[config.mk]
export PLATFORM = sky130hd
export DESIGN_NAME = apr_tracker
export DESIGN_NICKNAME = d
export VERILOG_FILES = /design/src/rtl/apr_pkg.sv /design/src/rtl/apr_lowest_enc.sv /design/src/rtl/apr_rpr_map.sv /design/src/rtl/apr_reg_port.sv /design/src/rtl/apr_tracker.sv
export SDC_FILE = /design/constraint.sdc
export NUM_CORES = 1
export LEC_CHECK = 0
export BUFFER_PORTS_ARGS = -buffer_cell sky130_fd_sc_hd__buf_4
export CORE_ASPECT_RATIO = 1.5
export CORE_MARGIN = 2
export CORE_UTILIZATION = 30
export DETAILED_ROUTE_END_ITERATION = 8
export PLACE_DENSITY = 0.61
export RECOVER_POWER = 100
export SYNTH_ARGS = -nofsm -noshare
export SYNTH_HDL_FRONTEND = slang
export SYNTH_SLANG_ARGS = --single-unit
[constraint.sdc]
create_clock -name clk -period 5.7 [get_ports clk]
set_input_delay 0.285 -clock clk [delete_from_list [all_inputs] [get_ports clk]]
set_output_delay 0.285 -clock clk [all_outputs]
set_load 0.03 [all_outputs]
[src/rtl/apr_pkg.sv]
package apr_pkg;

    // Source of the next vector value in a cycle.
    typedef enum logic [1:0] {
        SRC_HOLD  = 2'd0,
        SRC_EVENT = 2'd1,
        SRC_WRITE = 2'd2
    } vec_src_e;

    // Kind of register read being served.
    typedef enum logic [1:0] {
        RD_NONE = 2'd0,
        RD_VEC  = 2'd1,
        RD_RUN  = 2'd2
    } rd_kind_e;

endpackage

[src/rtl/apr_lowest_enc.sv]
module apr_lowest_enc #(
    parameter int LEVELS = 32,
    parameter int IDX_W  = 5
) (
    input  logic [LEVELS-1:0] vec,
    output logic              found,
    output logic [IDX_W-1:0]  idx,
    output logic [LEVELS-1:0] onehot
);

    // Isolate the lowest set bit, then encode its position.
    always_comb begin
        found  = |vec;
        onehot = vec & (~vec + LEVELS'(1));
        idx    = '0;
        for (int i = LEVELS - 1; i >= 0; i--) begin
            if (vec[i]) begin
                idx = IDX_W'(i);
            end
        end
    end

endmodule

[src/rtl/apr_rpr_map.sv]
module apr_rpr_map #(
    parameter int PRIO_W   = 8,
    parameter int GRP_BITS = 5
) (
    input  logic                found,
    input  logic [GRP_BITS-1:0] idx,
    output logic [PRIO_W:0]     run_int,
    output logic [PRIO_W-1:0]   run_prio
);

    localparam int SHIFT = PRIO_W - GRP_BITS;

    logic [PRIO_W-1:0] level_prio;

    // Place the group index in the top bits; subpriority bits read as zero.
    generate
        if (SHIFT > 0) begin : g_shifted
            assign level_prio = {idx, {SHIFT{1'b0}}};
        end else begin : g_full
            assign level_prio = idx;
        end
    endgenerate

    // The idle code is one beyond the widest priority value.
    always_comb begin
        run_int  = found ? {1'b0, level_prio} : {1'b1, {PRIO_W{1'b0}}};
        run_prio = run_int[PRIO_W] ? {PRIO_W{1'b1}} : run_int[PRIO_W-1:0];
    end

endmodule

[src/rtl/apr_reg_port.sv]
module apr_reg_port #(
    parameter int LEVELS = 32,
    parameter int REG_W  = 32,
    parameter int NWORDS = 1,
    parameter int AW     = 1,
    parameter int PRIO_W = 8
) (
    input  logic [LEVELS-1:0] vec,
    input  logic              wr_en,
    input  logic [AW-1:0]     wr_addr,
    input  logic [REG_W-1:0]  wr_data,
    input  logic [AW-1:0]     rd_addr,
    input  logic [PRIO_W-1:0] run_prio,
    output logic              wr_hit,
    output logic [LEVELS-1:0] vec_wr,
    output logic [REG_W-1:0]  rd_word
);

    localparam int PADW = NWORDS * REG_W;

    logic [PADW-1:0]   pad_cur;
    logic [PADW-1:0]   pad_new;
    logic [NWORDS-1:0] hit_w;

    always_comb begin
        pad_cur = '0;
        pad_cur[LEVELS-1:0] = vec;
    end

    // One replace lane per register word.
    generate
        for (genvar w = 0; w < NWORDS; w++) begin : g_word
            assign hit_w[w] = wr_en && (wr_addr == AW'(w));
            assign pad_new[w*REG_W +: REG_W] = hit_w[w] ? wr_data
                                                        : pad_cur[w*REG_W +: REG_W];
        end
    endgenerate

    assign wr_hit = |hit_w;
    assign vec_wr = pad_new[LEVELS-1:0];

    always_comb begin
        rd_word = '0;
        for (int w = 0; w < NWORDS; w++) begin
            if (rd_addr == AW'(w)) begin
                rd_word = pad_cur[w*REG_W +: REG_W];
            end
        end
        if (rd_addr == AW'(NWORDS)) begin
            rd_word = REG_W'(run_prio);
        end
    end

endmodule

[src/rtl/apr_tracker.sv]
module apr_tracker #(
    parameter int PRIO_W   = 8,
    parameter int GRP_BITS = 5,
    parameter int REG_W    = 32,
    localparam int LEVELS  = 1 << GRP_BITS,
    localparam int NWORDS  = (LEVELS + REG_W - 1) / REG_W,
    localparam int AW      = $clog2(NWORDS + 1)
) (
    input  logic              clk,
    input  logic              rst_n,
    input  logic              ack_valid,
    input  logic [PRIO_W-1:0] ack_prio,
    input  logic              drop_valid,
    input  logic              reg_wr_en,
    input  logic [AW-1:0]     reg_wr_addr,
    input  logic [REG_W-1:0]  reg_wr_data,
    input  logic              reg_rd_en,
    input  logic [AW-1:0]     reg_rd_addr,
    output logic [REG_W-1:0]  reg_rd_data,
    output logic [PRIO_W-1:0] run_prio,
    output logic              idle
);

    import apr_pkg::*;

    typedef struct packed {
        logic [LEVELS-1:0] vec;
        logic [REG_W-1:0]  rd_data;
    } state_t;

    state_t st_d, st_q;

    logic                found;
    logic [GRP_BITS-1:0] low_idx;
    logic [LEVELS-1:0]   low_onehot;
    logic [PRIO_W:0]     run_int;
    logic                wr_hit;
    logic [LEVELS-1:0]   vec_wr;
    logic [REG_W-1:0]    rd_word;
    logic [LEVELS-1:0]   ack_bit;
    logic [LEVELS-1:0]   drop_mask;
    vec_src_e            src;
    rd_kind_e            rd_kind;

    apr_lowest_enc #(
        .LEVELS (LEVELS),
        .IDX_W  (GRP_BITS)
    ) u_enc (
        .vec    (st_q.vec),
        .found  (found),
        .idx    (low_idx),
        .onehot (low_onehot)
    );

    apr_rpr_map #(
        .PRIO_W   (PRIO_W),
        .GRP_BITS (GRP_BITS)
    ) u_map (
        .found    (found),
        .idx      (low_idx),
        .run_int  (run_int),
        .run_prio (run_prio)
    );

    apr_reg_port #(
        .LEVELS (LEVELS),
        .REG_W  (REG_W),
        .NWORDS (NWORDS),
        .AW     (AW),
        .PRIO_W (PRIO_W)
    ) u_regs (
        .vec      (st_q.vec),
        .wr_en    (reg_wr_en),
        .wr_addr  (reg_wr_addr),
        .wr_data  (reg_wr_data),
        .rd_addr  (reg_rd_addr),
        .run_prio (run_prio),
        .wr_hit   (wr_hit),
        .vec_wr   (vec_wr),
        .rd_word  (rd_word)
    );

    assign idle = run_int[PRIO_W];

    always_comb begin
        st_d      = st_q;
        ack_bit   = ack_valid  ? (LEVELS'(1) << ack_prio[PRIO_W-1 -: GRP_BITS]) : '0;
        drop_mask = drop_valid ? low_onehot : '0;

        if (wr_hit) begin
            src = SRC_WRITE;
        end else if (ack_valid || drop_valid) begin
            src = SRC_EVENT;
        end else begin
            src = SRC_HOLD;
        end

        case (src)
            SRC_WRITE: st_d.vec = vec_wr;
            SRC_EVENT: st_d.vec = (st_q.vec & ~drop_mask) | ack_bit;
            default:   st_d.vec = st_q.vec;
        endcase

        if (!reg_rd_en) begin
            rd_kind = RD_NONE;
        end else if (reg_rd_addr == AW'(NWORDS)) begin
            rd_kind = RD_RUN;
        end else begin
            rd_kind = RD_VEC;
        end

        if (rd_kind != RD_NONE) begin
            st_d.rd_data = rd_word;
        end
    end

    always_ff @(posedge clk) begin
        if (!rst_n) begin
            st_q <= '0;
        end else begin
            st_q <= st_d;
        end
    end

    assign reg_rd_data = st_q.rd_data;

endmodule

### Word-level counts from Yosys, hierarchy flattened

Index checks and enable logic that the tools add are counted.

* input bits: 48
* logic and storage cells: 62
* register bits after elaboration: 64
* output and inout bits: 41

* muxes and demuxes: 43
* reductions and logical operators: 6
* add/subtract/negate cells: 1
* eq/ne operators: 3
* bitwise gates (word level): 6
* shift operators: 1

Operator list (number)
* $mux 5: 32
* $mux 32: 4
* $and 32x32->32: 2
* $not 32->32: 2
* $pmux 32 s2: 1
* $add 32x1->32 const B: 1
* $or 32x32->32: 1
* $reduce_or 32->1: 1
* $shl 1x5->32 const A: 1
* $mux 9: 1
* $mux 8: 1
* $mux 2: 3
* $reduce_bool 2->1: 2
* $eq 2x1->1 const B: 1
* $eq 2x2->1 const B: 1
* $ne 2x1->1 const B: 1
* $reduce_and 2->1: 1
* $logic_and 1x1->1: 1
* $logic_or 1x1->1: 1
* $mux 1: 1
* $not 1->1: 1

### Longest topological paths before layout

Gate-level depths: netlist of the first run.

* depth in word-level cells: 35
* depth in mapped cells: 7
* mapped depth without buffers: 6

### Hierarchy

From an unflattened synthesis of the first run, not the netlist that was laid out.

* cells, all modules: 585
* area, all modules: 5170.0 um^2

Modules (own cells, without submodules)
* apr_tracker: cells each 380, area each 3499.6 um^2, sequential area each 1281.2 um^2, instances 1
* apr_reg_port: cells each 72, area each 807.0 um^2, sequential area each 0.0 um^2, instances 1
* apr_lowest_enc: cells each 114, area each 737.0 um^2, sequential area each 0.0 um^2, instances 1
* apr_rpr_map: cells each 19, area each 126.4 um^2, sequential area each 0.0 um^2, instances 1

### Worst setup path before layout of the first run

Ideal clock, no wire load.

* path kind: reg-to-output
* start: register st_q[52] (netlist name)
* end: output run_prio[3]
* buffers on the path: 0
* stages on the path, launching flop included: 6
* data required time: 5415 ps
* data arrival time: 2001 ps
* slack: 3414 ps
* path through: dfxtp_1 -> nor4_1 -> nand3_1 -> nor4_4 -> or4_1 -> a22o_2

* elaborated cells on any way between the ends: 24
* classes of those cells: mux: 23; reduce/logical: 1

RTL lines
* from (decl): line apr_tracker.sv:31 `state_t st_d, st_q;`
* from (signal assigned): line apr_tracker.sv:121 `st_q <= st_d;`
* $reduce_or 32->1: line apr_lowest_enc.sv:13 `found = |vec;`
* $mux 9: line apr_rpr_map.sv:26 `run_int = found ? {1'b0, level_prio} : {1'b1, {PRIO_W{1'b0}}};`
* via idle: line apr_tracker.sv:21 `output logic idle`
* $mux 8: line apr_rpr_map.sv:27 `run_prio = run_int[PRIO_W] ? {PRIO_W{1'b1}} : run_int[PRIO_W-1:0];`
* to (decl): line apr_tracker.sv:20 `output logic [PRIO_W-1:0] run_prio,`

The timed path passes the listed nets, and every way through them passes these cells.

### Final worst setup path of the first run

* start: register st_q[32] (netlist name)
* end: output run_prio[3]

* longest elaborated chain between the ends: 3
* elaborated cells on any way between the ends: 4
* classes of those cells: mux: 3; reduce/logical: 1

Ends and longest elaborated chain (line)
* $reduce_or 32->1 / $mux 5 (equally long branches): apr_lowest_enc.sv:13, apr_lowest_enc.sv:17
* $mux 9 (*): apr_rpr_map.sv:26
* $mux 8 (*): apr_rpr_map.sv:27

Every way passes the cells marked *; elsewhere a longest branch is shown, timed or not.

==> results.toml, run 1 <==
[clock_tree]
cts_root_buf = "clkbuf_16"
clk_latency_ns = 0.33
cts-hold-fix-buffers = 0
clock_sinks = 64
cts_inserted_buffers = 9
post_cts_buffers = 0
clk_pin_slew_ns = 0.05
clk_path_buf_depth = 2
htree_levels = 3
cts_tree = "yes"
cts_resized = 0

[timing]
finClkSkew_ns = 0.00637
setup_viol = 0
rsz0062_at_grt = "no"
period_share = 0.628
max_slew_margin = -0.478
period_needed_ns = 3.58
maxSlewViolCount = 66
finalHoldViolations = 0
tns_ns = 0
fmax_mhz = 279
worstMarginPinSlew_ns = 2.22

[yosys]
avgSynthCellArea_sq_um = 8.12
seq_area_frac_synth = 0.335
syn-instance-count = 471
syn_area_sq_mm = 0.00382
synth_nets = 519
synth_edf_count = 0
ys_ff_latch = 64
yosysUniqueCellTypes = 56
synthArstFlopShare = 0
yosys_warnings = 0
synth_top_flop_cell = "dfxtp_1"

[power]
pwr-share-comb = 0.194
power_frac_seq = 0.407
switching_share = 0.301
power.share.clock = 0.399
netSwitchingPower_mw = 0.379
p_leak_nw = 1.51
power_density_mw_per_mm2 = 291
p_int_mw = 0.881
max-vdd-ir-drop_mv = 0.147

[final_layout]
syn2layout_area_growth_pct = 13.2
postLayoutCoreUtil = 0.348
nets = 551
multi_input_area_sq_mm = 0.00205
final_common_cell = "dfxtp_1"
n_antenna_cell = 0
fill_cells = 1312
drive_above_1_share = 0.134
final_cell_mix = "64 x dfxtp_1, 44 x buf_4, 43 x o21ai_0, 43 x clkbuf_1, 42 x nor2_1"
regArea_sq_mm = 0.00128

[setup_path]
cp-start-kind = "flip-flop"
cp-end-kind = "output port"
crit_top_cell = "nor4_1"
crit_required_ns = 5.41
critical_path.top_delay_family = "simple AND/OR/NAND/NOR gates"
slowest_stage = "nor4_1"
critPathMaxFanout = 7
path_buf_inv = 1
path_class = "reg -> out"
arrival_ns = 3.30
worst_path_largest_cell_delay_ns = 0.95
path_cells = "nor4_1 -> nand2_1 -> nor4_1 -> or4_1 -> a22o_2 -> clkbuf_1"

[routing]
drtIter0Drc = 217
drtAntennaViolNets = 0
routed_wl_mm = 11.0
viasPerCell = 5.25
drc = 0
drt_first_pass_iters = 5
post_drt_wl_per_cell_um = 16.5
dr_total_vias = 3481

[floorplan]
initial_utilization = 0.307
rows = 50
io_pins = 89
dieArea_sq_mm = 0.0137
die_height_um = 142
core_area_sq_mm = 0.0124
fp.dieW_um = 96.2

[grt]
top_usage_layer = "met2"
grtUsageTotal = 0.165
overflow = 0
use_met2 = 0.277
met3_usage = 0.0281
use_met1 = 0.200
grt_pass1_wl_mm = 17.4
grt_antenna_before_repair = 0
grt_pass1_vias = 3426
grt_max_degree = 67

[placement]
numPortBuffers = 85
place_hpwl_mm = 8.16
gp_congestion = 0.914

[run]
drv_cap = 1

[outcome]
status = "finished, violations left"
violations = "capacitance limit, slew limit"

[worst_hold_path]
hp-class = "in -> reg"
[state kept, by name (all words and copies together), names as in the netlist]
name and flops:
st_q 32, reg_rd_data 32
[logic make-up (layout without fill, tap and decap cells)]
group | count (synthesis) | after routing | synth area share
compound gates | 147 | 147 | 0.254
mux | 2 | 2 | 0.00523
simple gates | 182 | 182 | 0.291
flops | 64 | 64 | 0.335
buf+inv | 76 | 112 | 0.114
[power by group through the flow]
stage | registers, mW | logic, mW | clock network [mW]
detailed placement | 0.523 | 0.262 | 0
floorplan | 0.505 | 0.195 | 0
CTS | 0.514 | 0.263 | 0.513
global route | 0.517 | 0.269 | 0.528
finish | 0.513 | 0.244 | 0.503
global placement | 0.522 | 0.260 | 0
[final timing paths]
check	start	slack, ns	endpoint	depth (start not counted)
worst max-delay path	st_q[32]	2.12	run_prio[3]	6
worst min-delay path	reg_wr_data[26]	0.19	st_q[58]	2
worst max register to register	st_q[32]	2.83	st_q[58]	6
worst min register to register	reg_rd_data[24]	0.48	reg_rd_data[24]	2
[through the flow]
step	std cells	total power [mW]	hold WS (ns)	instance area (sq um)	setup slack [ns]
final	663	1.26	0.192	4330	2.12
after global routing	663	1.31	0.194	4330	1.88
after CTS	663	1.29	0.189	4550	2.83
after detailed placement	648	0.785	0.475	4270	3.21
after global placement	648	0.783	0.469	4270	3.22
after floorplan	471	0.700	0.441	3820	3.41
[per-layer routing]
| layer | wire length [um] | up-vias |
|---|---|---|
| met1 | 4660 | 1615 |
| met5 | 0 | - |
| met4 | 347 | 0 |
| met3 | 528 | 23 |
| met2 | 5430 | 111 |
| li1 | - | 1732 |
[final cells by class]
type	instances	area share
Timing Repair Buffer	87	0.114
Clock buffer	11	0.0584
Sequential cell	64	0.296
Inverter	10	0.00867
Tap cell	156	0.0451
Multi-Input combinational cell	331	0.474
Clock inverter	4	0.00462
[cell usage after synthesis, types with 3 or more instances]
master / n / share of area
o211a_1: 3 / 0.0079
nand3b_1: 25 / 0.049
a31oi_1: 10 / 0.016
nor2b_1: 9 / 0.015
a21oi_1: 24 / 0.031
nor4_1: 3 / 0.0049
clkbuf_1: 27 / 0.026
nor4_4: 6 / 0.033
inv_1: 10 / 0.0098
o221ai_1: 7 / 0.016
dfxtp_1: 64 / 0.33
buf_4: 36 / 0.071
nand2b_1: 33 / 0.054
nand2_1: 24 / 0.024
nor2_1: 42 / 0.041
a221oi_1: 11 / 0.025
or4_1: 3 / 0.0059
nor3b_1: 4 / 0.0079
nor3_1: 11 / 0.014
o31ai_1: 4 / 0.0079
nand3_1: 5 / 0.0065
nand4_1: 4 / 0.0065
a21boi_0: 25 / 0.049
o21ai_0: 43 / 0.056
Note: power is estimated with default switching activity, not from simulation.
==> run 2: changes to the inputs <==
==> constraint.sdc (replaced) <==
create_clock -name clk -period 3.6 [get_ports clk]
set_input_delay 0.18 -clock clk [delete_from_list [all_inputs] [get_ports clk]]
set_output_delay 0.18 -clock clk [all_outputs]
set_load 0.03 [all_outputs]
==> results.toml, run 2 (synthesized netlist as in run 1, its figures left out) <==
[outcome]
status = "finished, final reports clean"

[final_layout]
nets = 551
fill_cells = 1343
final_cell_mix = "64 x dfxtp_1, 45 x clkbuf_1, 44 x buf_4"
n_antenna_cell = 0
multi_input_area_sq_mm = 0.00207
syn2layout_area_growth_pct = 14.3
regArea_sq_mm = 0.00128
final_common_cell = "dfxtp_1"
drive_above_1_share = 0.134

[power]
max-vdd-ir-drop_mv = 0.217
p_leak_nw = 1.53
power_density_mw_per_mm2 = 474

[timing]
finalHoldViolations = 0
finClkSkew_ns = 0.00762
tns_ns = 0
max_slew_margin = 0.470
worstMarginPinSlew_ns = 0.789
setup_viol = 0
rsz0062_at_grt = "no"
fmax_mhz = 332
period_needed_ns = 3.01
setup_slack_ns = 0.592
maxSlewViolCount = 0
period_share = 0.835

[grt]
grt_antenna_before_repair = 0
grt_pass1_vias = 3426
grtUsageTotal = 0.165
grt_max_degree = 67
grt_pass1_wl_mm = 17.3
overflow = 0

[routing]
post_drt_wl_per_cell_um = 16.5
drtAntennaViolNets = 0
drt_first_pass_iters = 5
drtIter0Drc = 226
routed_wl_mm = 11.0
viasPerCell = 5.26
drc = 0
dr_total_vias = 3490

[clock_tree]
cts_root_buf = "clkbuf_16"
post_cts_buffers = 0
clk_pin_slew_ns = 0.05
cts-hold-fix-buffers = 0
cts_inserted_buffers = 9
clock_sinks = 64
clk_path_buf_depth = 2
htree_levels = 3
clk_latency_ns = 0.33
cts_tree = "yes"
cts_resized = 0

[setup_path]
arrival_ns = 2.83
rr_worst_depth = 6
cp-start-kind = "flip-flop"
reg2reg_slack_ns = 0.83
critPathMaxFanout = 7
startpoint = "st_q[32]"
path_class = "reg -> out"
cp-end-kind = "output port"
crit_required_ns = 3.42
rr_startpoint = "st_q[32]"
regToRegEndpoint = "st_q[58]"

[placement]
post-place-ws_ns = 1.23
place_hpwl_mm = 8.13
gp_congestion = 0.898
numPortBuffers = 85

[worst_hold_path]
hold_depth = 2
hp-class = "in -> reg"
worstHoldStart = "reg_wr_data[26]"
hold-path-endpoint = "st_q[58]"

[floorplan]
io_pins = 89
dieArea_sq_mm = 0.0137
initial_utilization = 0.307
fp.dieW_um = 96.2
core_area_sq_mm = 0.0124
rows = 50
die_height_um = 142

[run]
drv_cap = 0
## run 2: cell count changes in the layout (fill, tap and decap cells not counted)
| cell | before | now |
|---|---|---|
| bufinv_16 | 0 | 1 |
| clkbuf_1 | 43 | 45 |
| clkinv_2 | 4 | 2 |
| nor4_1 | 6 | 5 |
| nor4_4 | 3 | 4 |
## run 2: worst max path at each step
stage | endpoint | slack (ns)
2_1_floorplan | reg_rd_data[3] | 1.39
4_1_cts | run_prio[3] | 0.83
6_report | run_prio[3] | 0.59
3_3_place_gp | run_prio[3] | 1.24
5_1_grt | run_prio[3] | 0.34
3_5_place_dp | run_prio[3] | 1.23
## run 2: area by class of cell
type | instances | share of cell area
clock inverter | 3 | 0.00916
multi-input combinational | 331 | 0.473
clock buffer | 13 | 0.0595
timing repair buffer | 87 | 0.112
inverter | 10 | 0.00858
tap | 156 | 0.0446
sequential | 64 | 0.293
## run 2: power by group
group	internal [mW]	switching, mW	total [mW]
Clock	0.571	0.304	0.875
Combinational	0.150	0.238	0.388
Sequential	0.750	0.0619	0.812
## run 2: critical path, stage by stage, from the launching register on
cell and delay, ns:
dfxtp_1 0.37, nor4_1 0.72, nand2_1 0.26, nor4_4 0.50
or4_1 0.18, a22o_2 0.15, clkbuf_1 0.32
## run 2: metrics by stage
step           power, mW   util  cell area [sq um]  cells  hold WS [ns]
4_1_cts             2.12  0.367               4570    664        0.0768
3_3_place_gp        1.24  0.343               4270    648         0.425
5_1_grt             2.17  0.351               4370    664        0.0800
3_5_place_dp        1.24  0.343               4270    648         0.429
6_report            2.07  0.351               4370    664        0.0834
2_1_floorplan       1.11      -               3820    471         0.336
## run 2: layer usage
metal	vias to the layer above	GRT usage	routed length, um
met5	-	0	0
met4	0	0.0805	345
met3	21	0.0381	552
met2	93	0.271	5420
met1	1630	0.198	4630
li1	1746	-	-
==> run 3: changes to the inputs <==
--- a/config.mk
+++ b/config.mk
@@ -10,7 +10,7 @@
 export CORE_MARGIN = 2
 export CORE_UTILIZATION = 30
 export DETAILED_ROUTE_END_ITERATION = 8
-export PLACE_DENSITY = 0.61
+export PLACE_DENSITY = 0.62
 export RECOVER_POWER = 100
 export SYNTH_ARGS = -nofsm -noshare
 export SYNTH_HDL_FRONTEND = slang
==> constraint.sdc (replaced) <==
create_clock -name clk -period 2.7 [get_ports clk]
set_input_delay 0.135 -clock clk [delete_from_list [all_inputs] [get_ports clk]]
set_output_delay 0.135 -clock clk [all_outputs]
set_load 0.03 [all_outputs]
==> results.toml, run 3 (synthesized netlist as in run 1, its figures left out) <==
[clock_tree]
clock_sinks = 64
clk_latency_ns = 0.33
cts_root_buf = "clkbuf_16"
cts_resized = 0
clk_pin_slew_ns = 0.05
clk_path_buf_depth = 2
htree_levels = 3
cts_tree = "yes"
cts_inserted_buffers = 9

[setup_path]
rr_worst_depth = 6
critPathMaxFanout = 6
startpoint = "st_q[52]"
path_class = "reg -> out"
reg2reg_slack_ns = 0.23
cp-end-kind = "output port"
rr_startpoint = "st_q[32]"
cp-start-kind = "flip-flop"
regToRegEndpoint = "st_q[58]"
crit_required_ns = 2.57
arrival_ns = 2.43

[placement]
gp_congestion = 0.837
numPortBuffers = 85
post-place-ws_ns = 0.405
place_hpwl_mm = 8.11

[worst_hold_path]
hold_depth = 2
hold-path-endpoint = "st_q[58]"
hp-class = "in -> reg"
worstHoldStart = "reg_wr_data[26]"

[floorplan]
die_height_um = 142
initial_utilization = 0.307
core_area_sq_mm = 0.0124
io_pins = 89
fp.dieW_um = 96.2
dieArea_sq_mm = 0.0137
rows = 50

[timing]
maxSlewViolCount = 0
rsz0062_at_grt = "no"
whs_ns = 0.0507
fmax_mhz = 389
finClkSkew_ns = 0.00845
setup_slack_ns = 0.130
max_slew_margin = 0.550
tns_ns = 0
period_share = 0.952
finalHoldViolations = 0
period_needed_ns = 2.57
worstMarginPinSlew_ns = 0.670
setup_viol = 0

[grt]
grtUsageTotal = 0.161
grt_antenna_before_repair = 0
grt_pass1_vias = 3431
overflow = 0
grt_max_degree = 67
grt_pass1_wl_mm = 17.2

[power]
power_frac_seq = 0.392
power_density_mw_per_mm2 = 627
max-vdd-ir-drop_mv = 0.331
pwr-share-comb = 0.189
p_int_mw = 1.97
netSwitchingPower_mw = 0.796
p_leak_nw = 1.56
switching_share = 0.288
power.share.clock = 0.419

[routing]
drt_first_pass_iters = 5
drtAntennaViolNets = 0
routed_wl_mm = 10.9
drc = 0
post_drt_wl_per_cell_um = 16.3
dr_total_vias = 3527
viasPerCell = 5.30
drtIter0Drc = 273

[outcome]
status = "finished, final reports clean"

[final_layout]
final_common_cell = "dfxtp_1"
nets = 553
syn2layout_area_growth_pct = 15.2
postLayoutCoreUtil = 0.354
drive_above_1_share = 0.145
n_antenna_cell = 0
final_cell_mix = "64 x dfxtp_1, 50 x buf_4, 43 x o21ai_0"

[run]
drv_cap = 0
run 3: worst max path at each step:
stage                     end  slack (ns)  cells past startpoint
3_3_place_gp      run_prio[3]        0.44                      6
6_report          run_prio[2]        0.13                      5
4_1_cts           run_prio[3]        0.03                      6
3_5_place_dp      run_prio[3]        0.40                      6
5_1_grt              st_q[58]        0.02                      6
2_1_floorplan  reg_rd_data[3]        0.49                      6
run 3: through the flow:
stage | instance area, sq um | cells | power [mW]
after floorplan | 3820 | 471 | 1.48
after global placement | 4280 | 649 | 1.65
after detailed placement | 4280 | 649 | 1.66
after CTS | 4580 | 665 | 2.81
after global routing | 4410 | 666 | 2.88
final | 4410 | 666 | 2.76
run 3: routing by layer:
layer / up-vias / track usage / share of wire
li1: 1751 / - / -
met1: 1618 / 0.200 / 0.42
met2: 128 / 0.261 / 0.49
met3: 30 / 0.0307 / 0.051
met4: 0 / 0.0835 / 0.034
met5: - / 0 / 0
run 3: critical path, cell delays in order, from the launching register on:
cell      delay [ns]
dfxtp_1         0.35
nor4_1          0.50
nand3_1         0.38
nor4_4          0.41
clkbuf_1        0.25
buf_4           0.21
run 3: area by class of cell:
cell class	instances	area, sq um
fillers	1295	8040
multi-input cells	331	2070
flip-flops and latches	64	1280
repair buffers	89	523
clock buffers	13	260
well taps	156	195
clock inverters	3	40.0
inverters	10	37.5
run 3: power groups by stage:
stage	Sequential [mW]	Clock, mW	Combinational, mW
floorplan	1.07	0	0.412
global placement	1.10	0	0.549
detailed placement	1.10	0	0.555
CTS	1.08	1.17	0.557
global route	1.09	1.21	0.573
finish	1.08	1.16	0.522
run 3: timing repair:
item	in CTS	in global routing
setup buffers	0	1
setup endpoints to repair	0	1
hold buffers	0	0
